File: src/rtl/can_spi_pkg.sv
package can_spi_pkg;
    localparam logic [7:0] OP_WRITE     = 8'h02;
    localparam logic [7:0] OP_READ      = 8'h03;
    localparam logic [7:0] OP_MODIFY    = 8'h05;
    localparam logic [7:0] OP_RESET     = 8'hC0;
    localparam logic [7:0] OP_TXLD_BASE = 8'h40;
    localparam logic [7:0] OP_TXLD_MASK = 8'hF9;
    localparam logic [7:0] OP_RXRD_BASE = 8'h90;
    localparam logic [7:0] OP_RXRD_MASK = 8'hFB;

    typedef enum logic [3:0] {
        ST_OPC, ST_ADDR, ST_READ, ST_WRITE, ST_MASK,
        ST_MODIFY, ST_TXLD, ST_RXRD, ST_SINK
    } state_t;

    typedef enum logic [1:0] {KIND_READ, KIND_WRITE, KIND_MODIFY} kind_t;
endpackage

File: src/rtl/can_spi_link.sv
module can_spi_link #(
    parameter int SYNC_STAGES = 2
) (
    input  logic       clk,
    input  logic       rst_n,
    input  logic       spi_sck,
    input  logic       spi_cs_n,
    input  logic       spi_mosi,
    input  logic [7:0] tx_byte,
    output logic       spi_miso,
    output logic [7:0] rx_byte,
    output logic       byte_valid,
    output logic       cs_idle
);
    logic [SYNC_STAGES:0]   sck_s;
    logic [SYNC_STAGES-1:0] cs_s;
    logic [SYNC_STAGES-1:0] mosi_s;
    logic [2:0]             bit_cnt;
    logic [7:0]             sh_in;
    logic [7:0]             tx_sh;
    logic                   sck_rise;
    logic                   sck_fall;
    logic                   mosi_bit;

    assign sck_rise = (sck_s[SYNC_STAGES:SYNC_STAGES-1] == 2'b01);
    assign sck_fall = (sck_s[SYNC_STAGES:SYNC_STAGES-1] == 2'b10);
    assign cs_idle  = cs_s[SYNC_STAGES-1];
    assign mosi_bit = mosi_s[SYNC_STAGES-1];
    assign spi_miso = tx_sh[7];

    always_ff @(posedge clk or negedge rst_n) begin
        if (!rst_n) begin
            sck_s  <= '0;
            cs_s   <= '1;
            mosi_s <= '0;
        end else begin
            sck_s  <= {sck_s[SYNC_STAGES-1:0], spi_sck};
            cs_s   <= {cs_s[SYNC_STAGES-2:0], spi_cs_n};
            mosi_s <= {mosi_s[SYNC_STAGES-2:0], spi_mosi};
        end
    end

    always_ff @(posedge clk or negedge rst_n) begin
        if (!rst_n) begin
            bit_cnt    <= '0;
            sh_in      <= '0;
            tx_sh      <= '0;
            rx_byte    <= '0;
            byte_valid <= 1'b0;
        end else if (cs_idle) begin
            bit_cnt    <= '0;
            sh_in      <= '0;
            tx_sh      <= '0;
            byte_valid <= 1'b0;
        end else begin
            byte_valid <= 1'b0;
            if (sck_rise) begin
                sh_in   <= {sh_in[6:0], mosi_bit};
                bit_cnt <= bit_cnt + 3'd1;
                if (bit_cnt == 3'd7) begin
                    rx_byte    <= {sh_in[6:0], mosi_bit};
                    byte_valid <= 1'b1;
                end
            end
            if (sck_fall) begin
                tx_sh <= (bit_cnt == 3'd0) ? tx_byte : {tx_sh[6:0], 1'b0};
            end
        end
    end
endmodule

File: src/rtl/can_spi_cmd.sv
module can_spi_cmd
    import can_spi_pkg::*;
#(
    parameter int              ADDR_W    = 7,
    parameter int              BUF_LEN   = 13,
    parameter int              TXB_COUNT = 3,
    parameter logic [ADDR_W-1:0] TXB_FIRST = 7'h31,
    parameter logic [ADDR_W-1:0] RXB_FIRST = 7'h61
) (
    input  logic              clk,
    input  logic              rst_n,
    input  logic              cs_idle,
    input  logic              byte_valid,
    input  logic [7:0]        rx_byte,
    input  logic [7:0]        rd_data,
    output logic [ADDR_W-1:0] rd_addr,
    output logic              wr_en,
    output logic [ADDR_W-1:0] wr_addr,
    output logic [7:0]        wr_data,
    output logic              soft_rst,
    output logic [7:0]        tx_byte,
    output state_t            state
);
    localparam int CNT_W = $clog2(BUF_LEN + 1);

    state_t            nxt;
    kind_t             kind;
    logic [ADDR_W-1:0] ptr;
    logic [CNT_W-1:0]  cnt;
    logic [7:0]        mask;
    logic              op_txld;
    logic              op_rxrd;
    logic [ADDR_W-1:0] txld_base;
    logic [ADDR_W-1:0] rxrd_base;

    always_comb begin
        op_txld   = ((rx_byte & OP_TXLD_MASK) == OP_TXLD_BASE) &&
                    (int'(rx_byte[2:1]) < TXB_COUNT);
        op_rxrd   = ((rx_byte & OP_RXRD_MASK) == OP_RXRD_BASE);
        txld_base = TXB_FIRST + ADDR_W'({rx_byte[2:1], 4'h0});
        rxrd_base = RXB_FIRST + ADDR_W'({rx_byte[2], 4'h0});
    end

    // state register
    always_ff @(posedge clk or negedge rst_n) begin
        if (!rst_n) state <= ST_OPC;
        else        state <= nxt;
    end

    always_comb begin
        nxt = state;
        if (cs_idle) begin
            nxt = ST_OPC;
        end else if (byte_valid) begin
            unique case (state)
                ST_OPC: begin
                    if (rx_byte == OP_READ || rx_byte == OP_WRITE || rx_byte == OP_MODIFY)
                        nxt = ST_ADDR;
                    else if (op_txld) nxt = ST_TXLD;
                    else if (op_rxrd) nxt = ST_RXRD;
                    else              nxt = ST_SINK;
                end
                ST_ADDR: begin
                    if (kind == KIND_READ)       nxt = ST_READ;
                    else if (kind == KIND_WRITE) nxt = ST_WRITE;
                    else                         nxt = ST_MASK;
                end
                ST_READ, ST_WRITE, ST_SINK: nxt = state;
                ST_MASK:   nxt = ST_MODIFY;
                ST_MODIFY: nxt = ST_SINK;
                ST_TXLD:   if (cnt == CNT_W'(BUF_LEN - 1)) nxt = ST_SINK;
                ST_RXRD:   if (cnt == CNT_W'(BUF_LEN))     nxt = ST_SINK;
                default:   nxt = ST_SINK;
            endcase
        end
    end

    // datapath registers stepped by received bytes
    always_ff @(posedge clk or negedge rst_n) begin
        if (!rst_n) begin
            kind    <= KIND_READ;
            ptr     <= '0;
            cnt     <= '0;
            mask    <= '0;
            tx_byte <= '0;
        end else if (cs_idle) begin
            cnt     <= '0;
            tx_byte <= '0;
        end else if (byte_valid) begin
            unique case (state)
                ST_OPC: begin
                    if (rx_byte == OP_READ)        kind <= KIND_READ;
                    else if (rx_byte == OP_WRITE)  kind <= KIND_WRITE;
                    else if (rx_byte == OP_MODIFY) kind <= KIND_MODIFY;
                    if (op_txld) begin
                        ptr <= txld_base;
                        cnt <= '0;
                    end else if (op_rxrd) begin
                        tx_byte <= rd_data;
                        ptr     <= rxrd_base + ADDR_W'(1);
                        cnt     <= CNT_W'(1);
                    end
                end
                ST_ADDR: begin
                    if (kind == KIND_READ) begin
                        tx_byte <= rd_data;
                        ptr     <= rx_byte[ADDR_W-1:0] + ADDR_W'(1);
                    end else begin
                        ptr <= rx_byte[ADDR_W-1:0];
                    end
                end
                ST_READ: begin
                    tx_byte <= rd_data;
                    ptr     <= ptr + ADDR_W'(1);
                end
                ST_WRITE: ptr <= ptr + ADDR_W'(1);
                ST_MASK:  mask <= rx_byte;
                ST_TXLD: begin
                    ptr <= ptr + ADDR_W'(1);
                    cnt <= cnt + CNT_W'(1);
                end
                ST_RXRD: begin
                    if (cnt < CNT_W'(BUF_LEN)) begin
                        tx_byte <= rd_data;
                        ptr     <= ptr + ADDR_W'(1);
                        cnt     <= cnt + CNT_W'(1);
                    end else begin
                        tx_byte <= '0;
                    end
                end
                ST_MODIFY, ST_SINK: tx_byte <= '0;
                default: tx_byte <= '0;
            endcase
        end
    end

    // outputs
    always_comb begin
        rd_addr  = ptr;
        if (state == ST_ADDR)     rd_addr = rx_byte[ADDR_W-1:0];
        else if (state == ST_OPC) rd_addr = rxrd_base;
        wr_addr  = ptr;
        wr_en    = byte_valid && !cs_idle &&
                   (state == ST_WRITE || state == ST_TXLD || state == ST_MODIFY);
        wr_data  = (state == ST_MODIFY) ? ((rd_data & ~mask) | (rx_byte & mask)) : rx_byte;
        soft_rst = byte_valid && !cs_idle && (state == ST_OPC) && (rx_byte == OP_RESET);
    end
endmodule

File: src/rtl/can_spi_regfile.sv
module can_spi_regfile #(
    parameter int                ADDR_W    = 7,
    parameter logic [ADDR_W-1:0] STAT_ADDR = 7'h0E,
    parameter logic [ADDR_W-1:0] CTRL_ADDR = 7'h0F,
    parameter logic [ADDR_W-1:0] IE_ADDR   = 7'h2B,
    parameter logic [ADDR_W-1:0] IF_ADDR   = 7'h2C,
    parameter logic [7:0]        STAT_RST  = 8'h80,
    parameter logic [7:0]        CTRL_RST  = 8'h87
) (
    input  logic              clk,
    input  logic              rst_n,
    input  logic              soft_rst,
    input  logic              wr_en,
    input  logic [ADDR_W-1:0] wr_addr,
    input  logic [7:0]        wr_data,
    input  logic              bk_we,
    input  logic [ADDR_W-1:0] bk_addr,
    input  logic [7:0]        bk_data,
    input  logic [7:0]        flag_set,
    input  logic [ADDR_W-1:0] rd_addr,
    output logic [7:0]        rd_data,
    output logic [7:0]        ie_q,
    output logic [7:0]        if_q,
    output logic [7:0]        stat_q,
    output logic [7:0]        ctrl_q,
    output logic              int_n
);
    localparam int DEPTH = 1 << ADDR_W;

    logic [7:0] mem [DEPTH];
    logic [7:0] if_base;

    function automatic logic [7:0] dflt(input int idx);
        if (idx == int'(STAT_ADDR)) return STAT_RST;
        if (idx == int'(CTRL_ADDR)) return CTRL_RST;
        return 8'h00;
    endfunction

    always_comb begin
        if_base = mem[IF_ADDR];
        if (bk_we && bk_addr == IF_ADDR) if_base = bk_data;
        if (wr_en && wr_addr == IF_ADDR) if_base = wr_data;
    end

    always_ff @(posedge clk or negedge rst_n) begin
        if (!rst_n) begin
            for (int i = 0; i < DEPTH; i++) mem[i] <= dflt(i);
            int_n <= 1'b1;
        end else if (soft_rst) begin
            for (int i = 0; i < DEPTH; i++) mem[i] <= dflt(i);
            int_n <= 1'b1;
        end else begin
            if (bk_we) mem[bk_addr] <= bk_data;
            if (wr_en) mem[wr_addr] <= wr_data;
            mem[IF_ADDR] <= if_base | flag_set;
            int_n        <= ~|(mem[IE_ADDR] & mem[IF_ADDR]);
        end
    end

    assign rd_data = mem[rd_addr];
    assign ie_q    = mem[IE_ADDR];
    assign if_q    = mem[IF_ADDR];
    assign stat_q  = mem[STAT_ADDR];
    assign ctrl_q  = mem[CTRL_ADDR];
endmodule

File: src/rtl/can_spi_regslave.sv
module can_spi_regslave
    import can_spi_pkg::*;
#(
    parameter int ADDR_W      = 7,
    parameter int BUF_LEN     = 13,
    parameter int TXB_COUNT   = 3,
    parameter int SYNC_STAGES = 2
) (
    input  logic              clk,
    input  logic              rst_n,
    input  logic              spi_sck,
    input  logic              spi_cs_n,
    input  logic              spi_mosi,
    output logic              spi_miso,
    output logic              int_n,
    input  logic              bk_we,
    input  logic [ADDR_W-1:0] bk_addr,
    input  logic [7:0]        bk_data,
    input  logic [7:0]        flag_set
);
    logic [7:0]        rx_byte;
    logic              byte_valid;
    logic              cs_idle;
    logic [7:0]        tx_byte;
    logic [ADDR_W-1:0] rd_addr;
    logic [7:0]        rd_data;
    logic              wr_en;
    logic [ADDR_W-1:0] wr_addr;
    logic [7:0]        wr_data;
    logic              soft_rst;
    state_t            state;
    logic [7:0]        ie_q;
    logic [7:0]        if_q;
    logic [7:0]        stat_q;
    logic [7:0]        ctrl_q;

    can_spi_link #(.SYNC_STAGES(SYNC_STAGES)) u_link (
        .clk(clk), .rst_n(rst_n), .spi_sck(spi_sck), .spi_cs_n(spi_cs_n),
        .spi_mosi(spi_mosi), .tx_byte(tx_byte), .spi_miso(spi_miso),
        .rx_byte(rx_byte), .byte_valid(byte_valid), .cs_idle(cs_idle)
    );

    can_spi_cmd #(
        .ADDR_W(ADDR_W), .BUF_LEN(BUF_LEN), .TXB_COUNT(TXB_COUNT),
        .TXB_FIRST(ADDR_W'(7'h31)), .RXB_FIRST(ADDR_W'(7'h61))
    ) u_cmd (
        .clk(clk), .rst_n(rst_n), .cs_idle(cs_idle), .byte_valid(byte_valid),
        .rx_byte(rx_byte), .rd_data(rd_data), .rd_addr(rd_addr),
        .wr_en(wr_en), .wr_addr(wr_addr), .wr_data(wr_data),
        .soft_rst(soft_rst), .tx_byte(tx_byte), .state(state)
    );

    can_spi_regfile #(
        .ADDR_W(ADDR_W),
        .STAT_ADDR(ADDR_W'(7'h0E)), .CTRL_ADDR(ADDR_W'(7'h0F)),
        .IE_ADDR(ADDR_W'(7'h2B)), .IF_ADDR(ADDR_W'(7'h2C))
    ) u_regs (
        .clk(clk), .rst_n(rst_n), .soft_rst(soft_rst),
        .wr_en(wr_en), .wr_addr(wr_addr), .wr_data(wr_data),
        .bk_we(bk_we), .bk_addr(bk_addr), .bk_data(bk_data),
        .flag_set(flag_set), .rd_addr(rd_addr), .rd_data(rd_data),
        .ie_q(ie_q), .if_q(if_q), .stat_q(stat_q), .ctrl_q(ctrl_q),
        .int_n(int_n)
    );
endmodule

File: config.mk
export PLATFORM = sky130hd
export DESIGN_NAME = can_spi_regslave
export DESIGN_NICKNAME = d
export VERILOG_FILES = /design/src/rtl/can_spi_pkg.sv /design/src/rtl/can_spi_link.sv /design/src/rtl/can_spi_cmd.sv /design/src/rtl/can_spi_regfile.sv /design/src/rtl/can_spi_regslave.sv
export SDC_FILE = /design/constraint.sdc
export NUM_CORES = 2
export LEC_CHECK = 0
export BUFFER_PORTS_ARGS = -buffer_cell sky130_fd_sc_hd__buf_4
export CELL_PAD_IN_SITES_DETAIL_PLACEMENT = 1
export CELL_PAD_IN_SITES_GLOBAL_PLACEMENT = 2
export CORE_MARGIN = 8
export CORE_UTILIZATION = 25
export DETAILED_ROUTE_END_ITERATION = 7
export GPL_ROUTABILITY_DRIVEN = 1
export PLACE_DENSITY = 0.57
export SLEW_MARGIN = 30
export SYNTH_ARGS = -nofsm -noshare
export SYNTH_HDL_FRONTEND = slang
export SYNTH_SLANG_ARGS = --single-unit
File: constraint.sdc
create_clock -name clk -period 5.2 [get_ports clk]
set_clock_uncertainty 0.2 [all_clocks]
set_input_delay 1.04 -clock clk [delete_from_list [all_inputs] [get_ports clk]]
set_output_delay 1.04 -clock clk [all_outputs]
set_load 0.02 [all_outputs]
# Word-level counts from Yosys, hierarchy flattened

Index checks and enable logic that the tools add are counted.

Bits in registers: 1092
Bits of input ports: 29
Output and inout bits: 2
Logic and storage cells: 298

$add $sub $neg: 7
Magnitude comparators: 7
Eq/ne operators: 33
Multiplexer cells: 63
Bitwise gates (word level): 10
Reductions and logical operators: 35

Operators with widths:

| operator                                                 | count |
|---|---|
| two-way mux 1024 bit                                     | 4 |
| bitwise mux 1024 bit                                     | 2 |
| two-way mux 8 bit                                        | 18 |
| demux 8 bit (select 7 bit)                               | 2 |
| binary-select mux 8 bit (select 7 bit)                   | 1 |
| two-way mux 7 bit                                        | 8 |
| two-way mux 4 bit                                        | 13 |
| one-hot mux 8 bit (5 select lines)                       | 1 |
| one-hot mux 7 bit (4 select lines)                       | 1 |
| bitwise AND 8 bit                                        | 3 |
| greater-or-equal comparator 8 bit, second input constant | 3 |
| NOT 7 -> 8 bit                                           | 3 |
| one-hot mux 4 bit (6 select lines)                       | 1 |
| adder 7 x 1 -> 7 bit, second input constant              | 3 |
| equality test 4 x 3 -> 1 bit, second input constant      | 4 |
| equality test 8 x 2 -> 1 bit, second input constant      | 2 |
| < comparator 8 x 1 -> 1 bit, second input constant       | 2 |
| bitwise OR 8 bit                                         | 2 |
| inequality test 3 x 2 -> 1 bit, second input constant    | 5 |
| adder 6 x 6 -> 7 bit, first input constant               | 2 |
| equality test 7 x 6 -> 1 bit, second input constant      | 2 |
| equality test 4 bit, second input constant               | 3 |
| one-hot mux 4 bit (3 select lines)                       | 1 |
| AND reduction 4 bit                                      | 3 |
| other kinds (36)                                         | 66 |

# Longest topological paths before layout

Depth after elaboration: 13
Mapped depth: 17
Gate-level depth less buffers: 11

# Cells and area by module

From an unflattened synthesis, not the netlist that was laid out.

Cell total of the unflattened synthesis: 6827
Area, all modules: 64085.2 um^2

Modules (own cells, without submodules):

| module          | instances | cells an instance | area an instance (um^2) | sequential area each (um^2) |
|---|---|---|---|---|
| can_spi_regfile | 1         | 6437              | 60257.8                 | 25657.1 |
| can_spi_cmd     | 1         | 286               | 2489.9                  | 825.8 |
| can_spi_link    | 1         | 104               | 1337.5                  | 853.3 |

# Least setup slack after synthesis

OpenSTA, ideal clock, no wires.

Path type: flip-flop to flip-flop
From: reg u_cmd.state[1]
To: reg u_regs.mem[951] (netlist bit)
Library setup time: 0.134 ns
Arrival: 3.368 ns
Required time: 4.866 ns
Setup slack: 1.498 ns
Cell stages (with the launch flop): 15
Buffers on the path: 5
Period minus slack after synthesis: 3.702 ns
Cells stage by stage: dfrtp_1 > buf_6 > or4b_4 > o21ai_2 > buf_6 > buf_8 > mux2i_1 > o22ai_1 > o311ai_0 > o311ai_0 > or4_1 > a31oi_4 > buf_4 > clkbuf_2 > o21ai_0

Word-level cells in the longest chain between the ends: 13
Elaborated cells between the ends (all ways): 22
Classes of those cells: eq/ne (4); mux (9); bitwise (3); reduce/logical (6)

Ends and longest elaborated chain:

| item                                                 | RTL line                               | RTL |
|---|---|---|
| from (decl)                                          | can_spi_cmd.sv:22                      | `output state_t state` |
| from (signal assigned)                               | can_spi_cmd.sv:47                      | `else state <= nxt;` |
| logical NOT 4 bit                                    | can_spi_cmd.sv:141, can_spi_cmd.sv:146 |  |
| two-way mux 7 bit                                    | can_spi_cmd.sv:141                     | `else if (state == ST_OPC) rd_addr = rxrd_base;` |
| two-way mux 7 bit                                    | can_spi_cmd.sv:140                     | `if (state == ST_ADDR) rd_addr = rx_byte[ADDR_W-1:0];` |
| NOT 7 -> 8 bit (implied by the code)                 | can_spi_regfile.sv:60                  | `assign rd_data = mem[rd_addr];` |
| binary-select mux 8 bit (select 7 bit)               | can_spi_regfile.sv:60                  |  |
| two-way mux 8 bit (implied by the code) (2 in a row) | can_spi_regfile.sv:60                  |  |
| bitwise AND 8 bit                                    | can_spi_cmd.sv:145                     | `wr_data = (state == ST_MODIFY) ? ((rd_data & ~mask) \| (rx_byte & mask)) : rx_byte;` |
| bitwise OR 8 bit                                     | can_spi_cmd.sv:145                     |  |
| two-way mux 8 bit                                    | can_spi_cmd.sv:145                     |  |
| bitwise mux 1024 bit                                 | can_spi_regfile.sv:54                  | `if (wr_en) mem[wr_addr] <= wr_data;` |
| two-way mux 1024 bit                                 | can_spi_regfile.sv:54                  |  |
| two-way mux 1024 bit (*)                             | can_spi_regfile.sv:49                  | `end else if (soft_rst) begin` |
| to (signal, indexed assignment)                      | can_spi_regfile.sv:53                  | `if (bk_we) mem[bk_addr] <= bk_data;` |
| to (signal, indexed assignment)                      | can_spi_regfile.sv:54                  |  |
| to (signal, indexed assignment)                      | can_spi_regfile.sv:55                  | `mem[IF_ADDR] <= if_base \| flag_set;` |
| to (decl)                                            | can_spi_regfile.sv:30                  | `logic [7:0] mem [DEPTH];` |

Mark *: on every way between the ends. The rest lies on a longest branch, timed or not. The select of a mux whose other input is x is not followed.
A chain may end at the register's enable or synchronous reset.

# Worst setup path after layout

From: reg u_cmd.state[1]
To: reg u_regs.mem[399] (netlist bit)

The elaborated chain is that of the path after synthesis.

==> qor.yml <==
outcome:
  status: "complete, but fails checks"
  violations: "setup timing"
critical_path:
  max_stage_delay_ns: 0.76
  cp.required_ns: 5.67
  worst-setup-path-type: "reg2reg"
  cpMaxStageDelayCell: "or4b_4"
  reg2regPathDepth: 12
  crit_path_start: "u_cmd.state[1]"
  crit_end: "u_regs.mem[399]"
  r2r_setup_slack_ns: -0.01
  rr_startpoint: "u_cmd.state[1]"
  worstPathArrival_ns: 5.68
  end_kind: "flop"
  worstSetupStartpointType: "flop"
  crit_top_cell: "buf_12"
  worst-path-max-fanout: 30
  crit_chain: "or4b_4, o21ai_4, buf_12, buf_12, mux2i_1, o22ai_1, nor4_1, nor3_1, or4_1, a31oi_4, buf_4, o21ai_0"
  r2r-end: "u_regs.mem[399]"
detailed_routing:
  postRouteAntennaNets: 0
  drtIter0Drc: 6179
  wirelength_mm: 346
  drt_first_pass_iters: 6
  via_per_inst: 5.72
  wire_per_inst_um: 32.3
  vias: 61335
  drc: 0
power_and_ir_drop:
  cellLeakagePower_uw: 0.0306
  vdd_drop_max_mv: 0.328
  power_density_mw_per_mm2: 312
sta:
  maxSlewHeadroom: 0.231
  finalWorstSetupSlack_ns: -0.0109
  max_freq_mhz: 192
  fin_tns_setup_ns: -0.0109
  slew_violations: 0
  setup_violations: 1
  tightest_slew_ns: 1.15
  fin_crit_sh: 1.00
  post-route-min-period_ns: 5.21
  rsz0062_at_grt: "false"
  hold_viol: 0
floorplan:
  die_area_sq_mm: 0.280
  ioPinCount: 31
  die_w_um: 529
  fp-row-count: 188
  die_h_um: 529
  core_sq_mm: 0.262
  initial_core_util: 0.251
clock_network:
  numClockSinks: 1092
  clock_latency_ns: 0.85
  cts_tree: "done"
  cts_root_buffer: "clkbuf_16"
  holdBufCountCts: 0
  h-tree-depth: 4
  clock_path_buffers: 3
  clk_pin_slew_ns: 0.06
  cts_buffers: 148
yosys:
  synthCells: 7169
  ys.flop_type: "dfrtp_1"
  synth-edff-count: 0
  ys_async_sr_fraction: 1.00
  ys_top_cells_by_area: "dfrtp_1 41%, mux2_2 18%, nand3_1 8.5%, o21ai_0 7.3%, nand2_1 4.3%"
  yosys_register_bits: 1092
  synth_most_common_cell: "nand3_1"
  ys_warn_count: 0
  synth_nets: 7213
  ys_top_cells_by_count: "1124 x nand3_1, 1084 x dfrtp_1, 1028 x mux2_2"
  synth_top_area_share: 0.412
  avgSynthCellArea_sq_um: 9.18
  ys_types: 95
  netlist_area_sq_mm: 0.0658
  yosysTopAreaCell: "dfrtp_1"
  synth_seq_area_share: 0.415
final_layout:
  seqCellArea_sq_mm: 0.0273
  syn2layout_area_growth_pct: 17.2
  fillers: 29881
  finalNetCount: 7124
  fin_util: 0.294
  multi_input_area_sq_mm: 0.0355
  drive_gt1_frac: 0.255
global_routing:
  grt_max_degree: 209
  grt_pass1_vias: 62396
  grt_pass1_wl_mm: 494
  antenna_found_initial: 16
  grtUsageTotal: 0.240
  grt_overflow_total: 0
place:
  hpwlAfterDp_mm: 227
  io_buffer_count: 30
  finalWeightedCongestion: 0.902
flow_run:
  cap_violations: 0
hold_path:
  hold_path_class: "in2async"
timing repair:
action	in CTS	in global routing
setup endpoints to repair	1	207
setup buffers	0	1
pin swaps	0	1
gates resized for setup	1	5
stage by stage:
stage	hold slack [ns]	worst slack [ns]	total power (uW)	cell area (sq um)	cells
2_1_floorplan	0.131	1.50	11900	65800	7169
3_3_place_gp	0.146	-0.221	13500	72100	10442
3_5_place_dp	0.137	0.0399	13600	72200	10443
4_1_cts	0.0395	0.0621	24200	77000	10708
5_1_grt	0.0645	0.000945	24900	77100	10711
6_report	0.0645	-0.0109	24000	77100	10716
layer usage:
layer,up-vias,share of wire,track usage
met4,2,0.048,0.102
met1,32420,0.46,0.337
met2,2179,0.44,0.367
met5,-,0.000023,0
li1,26156,-,-
met3,578,0.059,0.0359
state kept, by name, summed over array words and instances (netlist names), 7 cells and up:
register        count
u_regs.mem        992
u_cmd.mask          8
u_cmd.tx_byte       8
u_link.rx_byte      8
u_link.tx_sh        8
u_regs.ctrl_q       8
u_regs.ie_q         8
u_regs.if_q         8
u_regs.stat_q       8
u_cmd.wr_addr       7
u_link.sh_in        7
cell type report:
class / count / area share
clock buffers: 224 / 0.0559
repair buffers: 484 / 0.0633
inverters: 33 / 0.00161
clock inverters: 41 / 0.00673
diodes: 6 / 0.000195
well taps: 3515 / 0.0570
multi-input cells: 5321 / 0.461
flip-flops and latches: 1092 / 0.355
critical path, delay by kind of cell, from the launching register on:
family	cells	cell delay [ns]
AO/OA/AOI/OAI	4	0.81
buffers and inverters	3	0.91
flip-flops	1	0.52
multiplexers	1	0.26
AND/OR/NAND/NOR	4	2.22
cells by family after synthesis:
group / share of synthesized area
buffers and inverters: 0.0496
DFF: 0.415
muxes: 0.211
xor gates and xnor gates: 0.000932
adders and majority gates: 0.00285
and+or+nand+nor: 0.159
AOI/OAI and AO/OA: 0.162
report_power, final:
| part | switching, uW | internal [uW] | total [uW] |
|---|---|---|---|
| Sequential | 404 | 9150 | 9560 |
| Clock | 4440 | 6050 | 10500 |
| Combinational | 2410 | 1570 | 3980 |
| Total | 7250 | 16800 | 24000 |
layout by cell type, fill, tap and decap left out, types with 18 or more instances in the layout:
| cell type | instances |
|---|---|
| mux2_2 | 1028 |
| nand2b_1 | 20 |
| o221ai_1 | 39 |
| a21oi_1 | 222 |
| o21ai_0 | 956 |
| o22ai_1 | 67 |
| a222oi_1 | 24 |
| and3_1 | 33 |
| o21ai_1 | 140 |
| a31oi_1 | 34 |
| clkinv_2 | 19 |
| nor3_1 | 27 |
| inv_1 | 33 |
| nor4_1 | 24 |
| nand4_1 | 21 |
| mux2i_1 | 226 |
| o211ai_1 | 45 |
| clkbuf_8 | 28 |
| buf_4 | 380 |
| nand2_1 | 758 |
| clkbuf_1 | 46 |
| nand3_1 | 1124 |
| buf_12 | 93 |
| clkbuf_16 | 150 |
| nor2_1 | 131 |
| a22oi_1 | 30 |
| dfrtp_1 | 1082 |
| a32oi_1 | 19 |
| a211oi_1 | 32 |
| o32ai_1 | 18 |
worst min-delay path by stage:
stage,startpoint,cells after the start,endpoint
floorplan,u_link.mosi_s[0],0,u_link.mosi_s[1]
global placement,u_link.mosi_s[0],0,u_link.mosi_s[1]
detailed placement,u_link.mosi_s[0],0,u_link.mosi_s[1]
CTS,rst_n,1,u_regs.mem[458]
global route,spi_sck,1,u_link.sck_s[0]
finish,rst_n,1,u_regs.mem[450]
Note: power is estimated with default switching activity, not from simulation.
